<file path="config.mk">
export PLATFORM = sky130hd
export DESIGN_NAME = rbd_row_decoder
export DESIGN_NICKNAME = d
export VERILOG_FILES = /design/src/rtl/rbd_pkg.sv /design/src/rtl/rbd_bound_regs.sv /design/src/rtl/rbd_row_span.sv /design/src/rtl/rbd_first_hit.sv /design/src/rtl/rbd_row_decoder.sv
export SDC_FILE = /design/constraint.sdc
export NUM_CORES = 1
export LEC_CHECK = 0
export ABC_AREA = 1
export CAP_MARGIN = 10
export CORE_MARGIN = 3
export CORE_UTILIZATION = 40
export DETAILED_ROUTE_END_ITERATION = 7
export HOLD_SLACK_MARGIN = 0.02
export PLACE_DENSITY_LB_ADDON = 0.12
export SLEW_MARGIN = 20
export SYNTH_ARGS = -nofsm -noshare
export SYNTH_HDL_FRONTEND = slang
export SYNTH_HIERARCHICAL = 1
export SYNTH_SLANG_ARGS = --single-unit
</file>
<file path="constraint.sdc">
create_clock -name clk -period 7 [get_ports clk]
set_input_delay 1.4 -clock clk [delete_from_list [all_inputs] [get_ports clk]]
set_output_delay 1.4 -clock clk [all_outputs]
set_load 0.03 [all_outputs]
</file>
<file path="src/rtl/rbd_pkg.sv">
package rbd_pkg;
  localparam int RBD_ADDR_W   = 32;
  localparam int RBD_BND_W    = 8;
  localparam int RBD_NUM_ROWS = 4;
endpackage

</file>
<file path="src/rtl/rbd_bound_regs.sv">
module rbd_bound_regs #(
  parameter int NUM_ROWS = rbd_pkg::RBD_NUM_ROWS,
  parameter int BND_W    = rbd_pkg::RBD_BND_W,
  parameter int SEL_W    = 2
) (
  input  logic                      clk,
  input  logic                      rst_n,
  input  logic                      we,
  input  logic [SEL_W-1:0]          sel,
  input  logic [BND_W-1:0]          wdata,
  output logic [NUM_ROWS*BND_W-1:0] bnd_flat
);
  // one byte register per row, cleared to the all-empty layout
  for (genvar r = 0; r < NUM_ROWS; r++) begin : g_row
    logic wr_hit;
    assign wr_hit = we && (sel == SEL_W'(r));
    always_ff @(posedge clk or negedge rst_n) begin
      if (!rst_n)      bnd_flat[r*BND_W +: BND_W] <= '0;
      else if (wr_hit) bnd_flat[r*BND_W +: BND_W] <= wdata;
    end
  end
endmodule

</file>
<file path="src/rtl/rbd_row_span.sv">
module rbd_row_span #(
  parameter int ADDR_W = rbd_pkg::RBD_ADDR_W,
  parameter int BND_W  = rbd_pkg::RBD_BND_W
) (
  input  logic [BND_W-1:0]  bnd_cur,
  input  logic [BND_W-1:0]  bnd_prev,
  input  logic [ADDR_W-1:0] addr,
  output logic [ADDR_W-1:0] base,
  output logic              hit
);
  localparam int UNIT_SHIFT = ADDR_W - BND_W;

  function automatic logic [ADDR_W-1:0] scale_bound(input logic [BND_W-1:0] b);
    return {b, {UNIT_SHIFT{1'b0}}};
  endfunction

  logic [ADDR_W-1:0] lim;
  logic              live;

  assign lim  = scale_bound(bnd_cur);
  assign base = scale_bound(bnd_prev);
  assign live = lim > base;
  assign hit  = live && (addr < lim);
endmodule

</file>
<file path="src/rtl/rbd_first_hit.sv">
module rbd_first_hit #(
  parameter int NUM_ROWS = rbd_pkg::RBD_NUM_ROWS,
  parameter int SEL_W    = 2
) (
  input  logic [NUM_ROWS-1:0] hits,
  output logic [NUM_ROWS-1:0] first_oh,
  output logic [SEL_W-1:0]    first_idx,
  output logic                any_hit
);
  always_comb begin
    first_oh  = '0;
    first_idx = '0;
    any_hit   = |hits;
    // walk downward so the lowest-numbered hit is the last one kept
    for (int r = NUM_ROWS - 1; r >= 0; r--) begin
      if (hits[r]) begin
        first_oh    = '0;
        first_oh[r] = 1'b1;
        first_idx   = SEL_W'(r);
      end
    end
  end
endmodule

</file>
<file path="src/rtl/rbd_row_decoder.sv">
module rbd_row_decoder #(
  parameter int ADDR_W   = rbd_pkg::RBD_ADDR_W,
  parameter int BND_W    = rbd_pkg::RBD_BND_W,
  parameter int NUM_ROWS = rbd_pkg::RBD_NUM_ROWS,
  localparam int SEL_W   = (NUM_ROWS > 1) ? $clog2(NUM_ROWS) : 1
) (
  input  logic                clk,
  input  logic                rst_n,
  input  logic                cfg_we,
  input  logic [SEL_W-1:0]    cfg_sel,
  input  logic [BND_W-1:0]    cfg_wdata,
  input  logic                req_valid,
  input  logic [ADDR_W-1:0]   req_addr,
  output logic                rsp_valid,
  output logic [NUM_ROWS-1:0] rsp_rows,
  output logic [SEL_W-1:0]    rsp_idx,
  output logic                rsp_miss,
  output logic [ADDR_W-1:0]   rsp_base,
  output logic [ADDR_W-1:0]   rsp_offset
);
  // named internal events, visible to the bound checker
  logic [NUM_ROWS*BND_W-1:0] bnd_flat;
  logic [NUM_ROWS-1:0]       dec_hits;
  logic [NUM_ROWS-1:0]       dec_oh;
  logic [SEL_W-1:0]          dec_idx;
  logic                      dec_any;
  logic [ADDR_W-1:0]         base_sel;
  logic [ADDR_W-1:0]         offset_sel;
  logic [ADDR_W-1:0]         row_base [NUM_ROWS];

  rbd_bound_regs #(.NUM_ROWS(NUM_ROWS), .BND_W(BND_W), .SEL_W(SEL_W)) u_regs (
    .clk(clk), .rst_n(rst_n), .we(cfg_we), .sel(cfg_sel),
    .wdata(cfg_wdata), .bnd_flat(bnd_flat)
  );

  for (genvar r = 0; r < NUM_ROWS; r++) begin : g_span
    logic [BND_W-1:0] prev_b;
    if (r == 0) begin : g_first
      assign prev_b = '0;
    end else begin : g_rest
      assign prev_b = bnd_flat[(r-1)*BND_W +: BND_W];
    end
    rbd_row_span #(.ADDR_W(ADDR_W), .BND_W(BND_W)) u_span (
      .bnd_cur(bnd_flat[r*BND_W +: BND_W]), .bnd_prev(prev_b),
      .addr(req_addr), .base(row_base[r]), .hit(dec_hits[r])
    );
  end

  rbd_first_hit #(.NUM_ROWS(NUM_ROWS), .SEL_W(SEL_W)) u_pick (
    .hits(dec_hits), .first_oh(dec_oh), .first_idx(dec_idx), .any_hit(dec_any)
  );

  always_comb begin
    base_sel = '0;
    for (int r = 0; r < NUM_ROWS; r++) begin
      if (dec_oh[r]) base_sel = base_sel | row_base[r];
    end
  end

  assign offset_sel = dec_any ? (req_addr - base_sel) : '0;

  always_ff @(posedge clk or negedge rst_n) begin
    if (!rst_n) begin
      rsp_valid  <= 1'b0;
      rsp_rows   <= '0;
      rsp_idx    <= '0;
      rsp_miss   <= 1'b0;
      rsp_base   <= '0;
      rsp_offset <= '0;
    end else begin
      rsp_valid <= req_valid;
      if (req_valid) begin
        rsp_rows   <= dec_oh;
        rsp_idx    <= dec_idx;
        rsp_miss   <= !dec_any;
        rsp_base   <= base_sel;
        rsp_offset <= offset_sel;
      end
    end
  end
endmodule

</file>
==> impl_summary.txt <==
----------------------------------------------------
[Placed design]
  Placed cell count ... between 1500 and 2000
  Count of port buffers added during placement ... 117
  Estimated wirelength of the detail-placed design ... 22390 µm
  Routability-driven placement congestion ratio ... around 0.90
  Worst-case setup slack after placement ... 1.334 ns

[Clock network]
  Buffers from clock root to sink, at most ... 2
  Clock latency of the later-clocked register in the worst-skew pair ... ~0.36 ns
  Number of sinks driven by the clock tree ... 104
  Number of buffers created by CTS ... 9
  Clock tree from TritonCTS ... done
  Clock slew at reported path FFs ... 0.08 ns
  Number of gates resized after cts ... 0
  Post-CTS Repair Setup Buffers ... 0
  Number of buffers inserted for hold repair after clock tree synthesis ... 0
  CTS root buf ... sky130_fd_sc_hd__clkbuf_16
  Number of H-tree levels ... 3

[Synthesis]
  Fraction of the mapped netlist area in adder cells ... 12.41%
  Xor-xnor portion of the synthesized cell area ... 0.08633%
  Proportion of synthesized area in mux cells ... 0%
  Mean post-synth cell area ... approximately 7 µm²
  Combinational family with the most area after synthesis ... simple AND/OR/NAND/NOR gates
  Area of the mapped netlist ... 10140 µm²
  Post-synthesis cell count ... 1454
  Number of warnings printed during yosys synthesis ... 6
  Sequential share of the synthesized area ... 25.65%
  Number of distinct library cells after synthesis ... 38
  Post-synthesis register bit count ... 104
  Compound-cell area share of the yosys netlist ... about an eighth
  Post-synthesis simple-gate area fraction ... 28.21%

[Power and ir drop]
  VDD IR max ... 0.1746 mV
  Areal power density over the cells ... 353.1 nW/µm²
  Total leakage power ... 0.006146 µW
  Net switching fraction of the power ... around half
  Net switching power ... 2040 µW
  Sequential share of power ... a little under a quarter
  Clock network fraction of design power ... roughly an eighth
  Relative contribution of combinational cells to total power ... 63.2%
  Pint ... 1946 µW

[Global routing]
  All-Layer GR Usage ... approximately a fifth
  Largest net degree at the start of global routing ... 60
  Final global-route overflow total ... 0
  First-pass GRT wire length ... ~44000 µm
  Number of global-route vias before repair ... 8134
  Initial antenna violation count ... 0

[Timing]
  Final Hold Viols ... 0
  Worst clock skew ... 0.009639 ns
  Smallest setup slack after layout ... ~1.7 ns
  RSZ-0062 raised after global routing ... no
  Count of pins over their slew limit ... 0
  Number of failing setup endpoints in the final timing report ... 0
  Headroom to the max-slew limit ... 34.50%
  Actual slew at the worst max-slew pin ... between 0.9 and 1 ns
  Final Cycle Share ... 75.79%
  Maximum operating frequency ... 0.1885 GHz
  Minimum clock period ... 5.306 ns
  Setup Total Neg Slack ... 0 ns

[Route]
  Wire length reported by the detailed router ... 27910 µm
  Count of unresolved DRC violations after routing ... 0
  Via total after detailed routing ... 8727
  Number of detailed-route iterations in the first pass ... 5
  Detail-routed net length per standard cell ... ~15 µm
  Number of nets still failing antenna checks after routing ... 0
  DRC violation total after the first TritonRoute iteration ... 498
  Via-to-Cell Ratio ... about 4.7

[Die]
  I/O pins ... 118
  Total die area ... 27310 µm²
  Die H ... 165.3 µm
  Horiz. Die Dim ... around 170 µm
  # rows ... 57
  Initial cell density of the core ... 41.23%
  Area of the core ... 24600 µm²

[Cells and area]
  Commonest cells after routing, fill and taps aside ... sky130_fd_sc_hd__nand2_1, sky130_fd_sc_hd__inv_1, sky130_fd_sc_hd__clkdlybuf4s50_1
  Count of nets after finishing ... 1675
  Final Instance Count excl. Fillers ... between 1500 and 2000
  Storage element area ... 2603 µm²
  Ratio of cells with drive above 1 in the final layout ... 7.171%
  Most frequent standard cell in the layout excluding fill and tap cells ... sky130_fd_sc_hd__nand2_1
  Antenna diode count ... 0
  Multi-input gate area in the final layout ... 5868 µm²
  Fill cell count ... 2583
  Area growth from synthesis to layout ... 11.29%

[Critical path]
  Data arrival time of the worst path ... about 5.6 ns
  Crit Path Class ... primary input to flip-flop
  Kind of end point of the critical path ... flip-flop
  CP dominant cell by count ... sky130_fd_sc_hd__nand2_1
  Required @ worst endpoint ... 7.25 ns
  Slowest cell delay on critical path ... 0.60 ns
  Crit-path slowest cell ... sky130_fd_sc_hd__clkdlybuf4s50_1
  Critical Path Start Type ... primary input
  Worst path top cell family by delay ... buffers and inverters
  Maximum fanout along the worst path ... 34
  CP bufs+invs ... 7

[Status]
  Outcome ... finished, final reports clean

[Worst hold path]
  Path type of the worst min-delay path ... flip-flop to flip-flop

[Job]
  Max Cap Violations ... 0

----------------------------------------------------
[layout make-up]
class                      instances  share of cell area, %
clock inverter                     6                 0.4544
timing repair buffer             124                  10.82
inverter                         233                  7.991
multi-input combinational       1057                  51.98
clock buffer                      10                  2.117
sequential                       104                  23.05
tap                              324                  3.591
[flip-flops by register name, indices dropped and copies added (netlist names)]
name             count
rsp_offset          32
rsp_valid            1
rsp_rows             4
u_regs/bnd_flat     32
rsp_base            32
rsp_miss             1
rsp_idx              2
[power groups by stage]
| stage | Clock, µW | Combinational, µW | Sequential [µW] |
|---|---|---|---|
| after detailed placement | 0 | 2450 | 961 |
| after floorplan | 0 | 1440 | 1230 |
| after global routing | 556 | 2820 | 974 |
| after CTS | 536 | 2460 | 951 |
| final | 517 | 2520 | 948 |
| after global placement | 0 | 2430 | 960 |
[synth_stat cells, drive strengths merged]
| cell type | number | area share [%] |
|---|---|---|
| nand2 | 501 | 19 |
| inv | 231 | 8.5 |
| buf | 156 | 11 |
| dfrtp | 104 | 26 |
| ha | 99 | 12 |
| nor2 | 67 | 3.1 |
| nand3 | 64 | 3.9 |
| o21ai | 58 | 2.9 |
| a21oi | 52 | 2.9 |
| a22o | 30 | 2.6 |
| a221oi | 29 | 4.2 |
| nand4 | 28 | 1.7 |
| clkbuf | 11 | 0.41 |
| nor3 | 6 | 0.30 |
| conb | 5 | 0.19 |
| and2 | 3 | 0.19 |
| and3 | 2 | 0.12 |
| bufinv | 2 | 0.35 |
| a21o | 1 | 0.074 |
| a32o | 1 | 0.099 |
| fa | 1 | 0.20 |
| o21bai | 1 | 0.074 |
| or2 | 1 | 0.062 |
| xnor2 | 1 | 0.086 |
[routing by layer]
metal,up-vias,part of all wire (%),global-route usage [%]
li1,4529,-,-
met4,0,2.0,5.681
met3,24,5.1,2.594
met5,-,0,0
met1,3975,48,29.48
met2,199,45,34.18
[per-stage QoR]
step                      power (µW)  utilization (%)  cell area, µm²  hold WS, ns
after floorplan                 2674                -           10550       0.4714
after global placement          3390            44.70           11000       0.4590
after detailed placement        3411            44.70           11000       0.4619
after CTS                       3945            45.88           11290       0.4810
after global routing            4348            45.88           11290       0.5035
final                           3986            45.88           11290       0.4798
[worst paths after layout]
| path | depth (start not counted) | from | end | slack (ns) |
|---|---|---|---|---|
| setup / recovery | 25 | req_addr[31] | rsp_offset[27]$_DFFE_PN0P_ | 1.69 |
| hold / removal | 2 | rsp_rows[2]$_DFFE_PN0P_ | rsp_rows[2]$_DFFE_PN0P_ | 0.48 |
| setup reg to reg | 25 | u_regs/bnd_flat[7]$_DFFE_PN0P_ | rsp_offset[27]$_DFFE_PN0P_ | 2.79 |
| hold reg to reg | 2 | rsp_rows[2]$_DFFE_PN0P_ | rsp_rows[2]$_DFFE_PN0P_ | 0.48 |
| max in group asynchronous | 2 | rst_n | rsp_offset[31]$_DFFE_PN0P_ | 4.72 |
| min in group asynchronous | 1 | rst_n | rsp_idx[0]$_DFFE_PN0P_ | 1.05 |
[cell families after synthesis]
group / after synthesis
AND/OR/NAND/NOR: 672
adder cells (fa/ha/maj): 100
other: 5
AO/OA/AOI/OAI: 172
flip-flops: 104
XOR/XNOR: 1
buffers and inverters: 400
[worst register-to-register path: cells and delay by family, from the launching register on]
kind | cells | cell delay [ns]
simple gates | 12 | 1.00
buf+inv | 7 | 0.97
fa+ha+maj | 2 | 0.73
flops | 1 | 0.46
compound gates | 4 | 0.95
No activity file was read; power rests on OpenSTA's default activity.
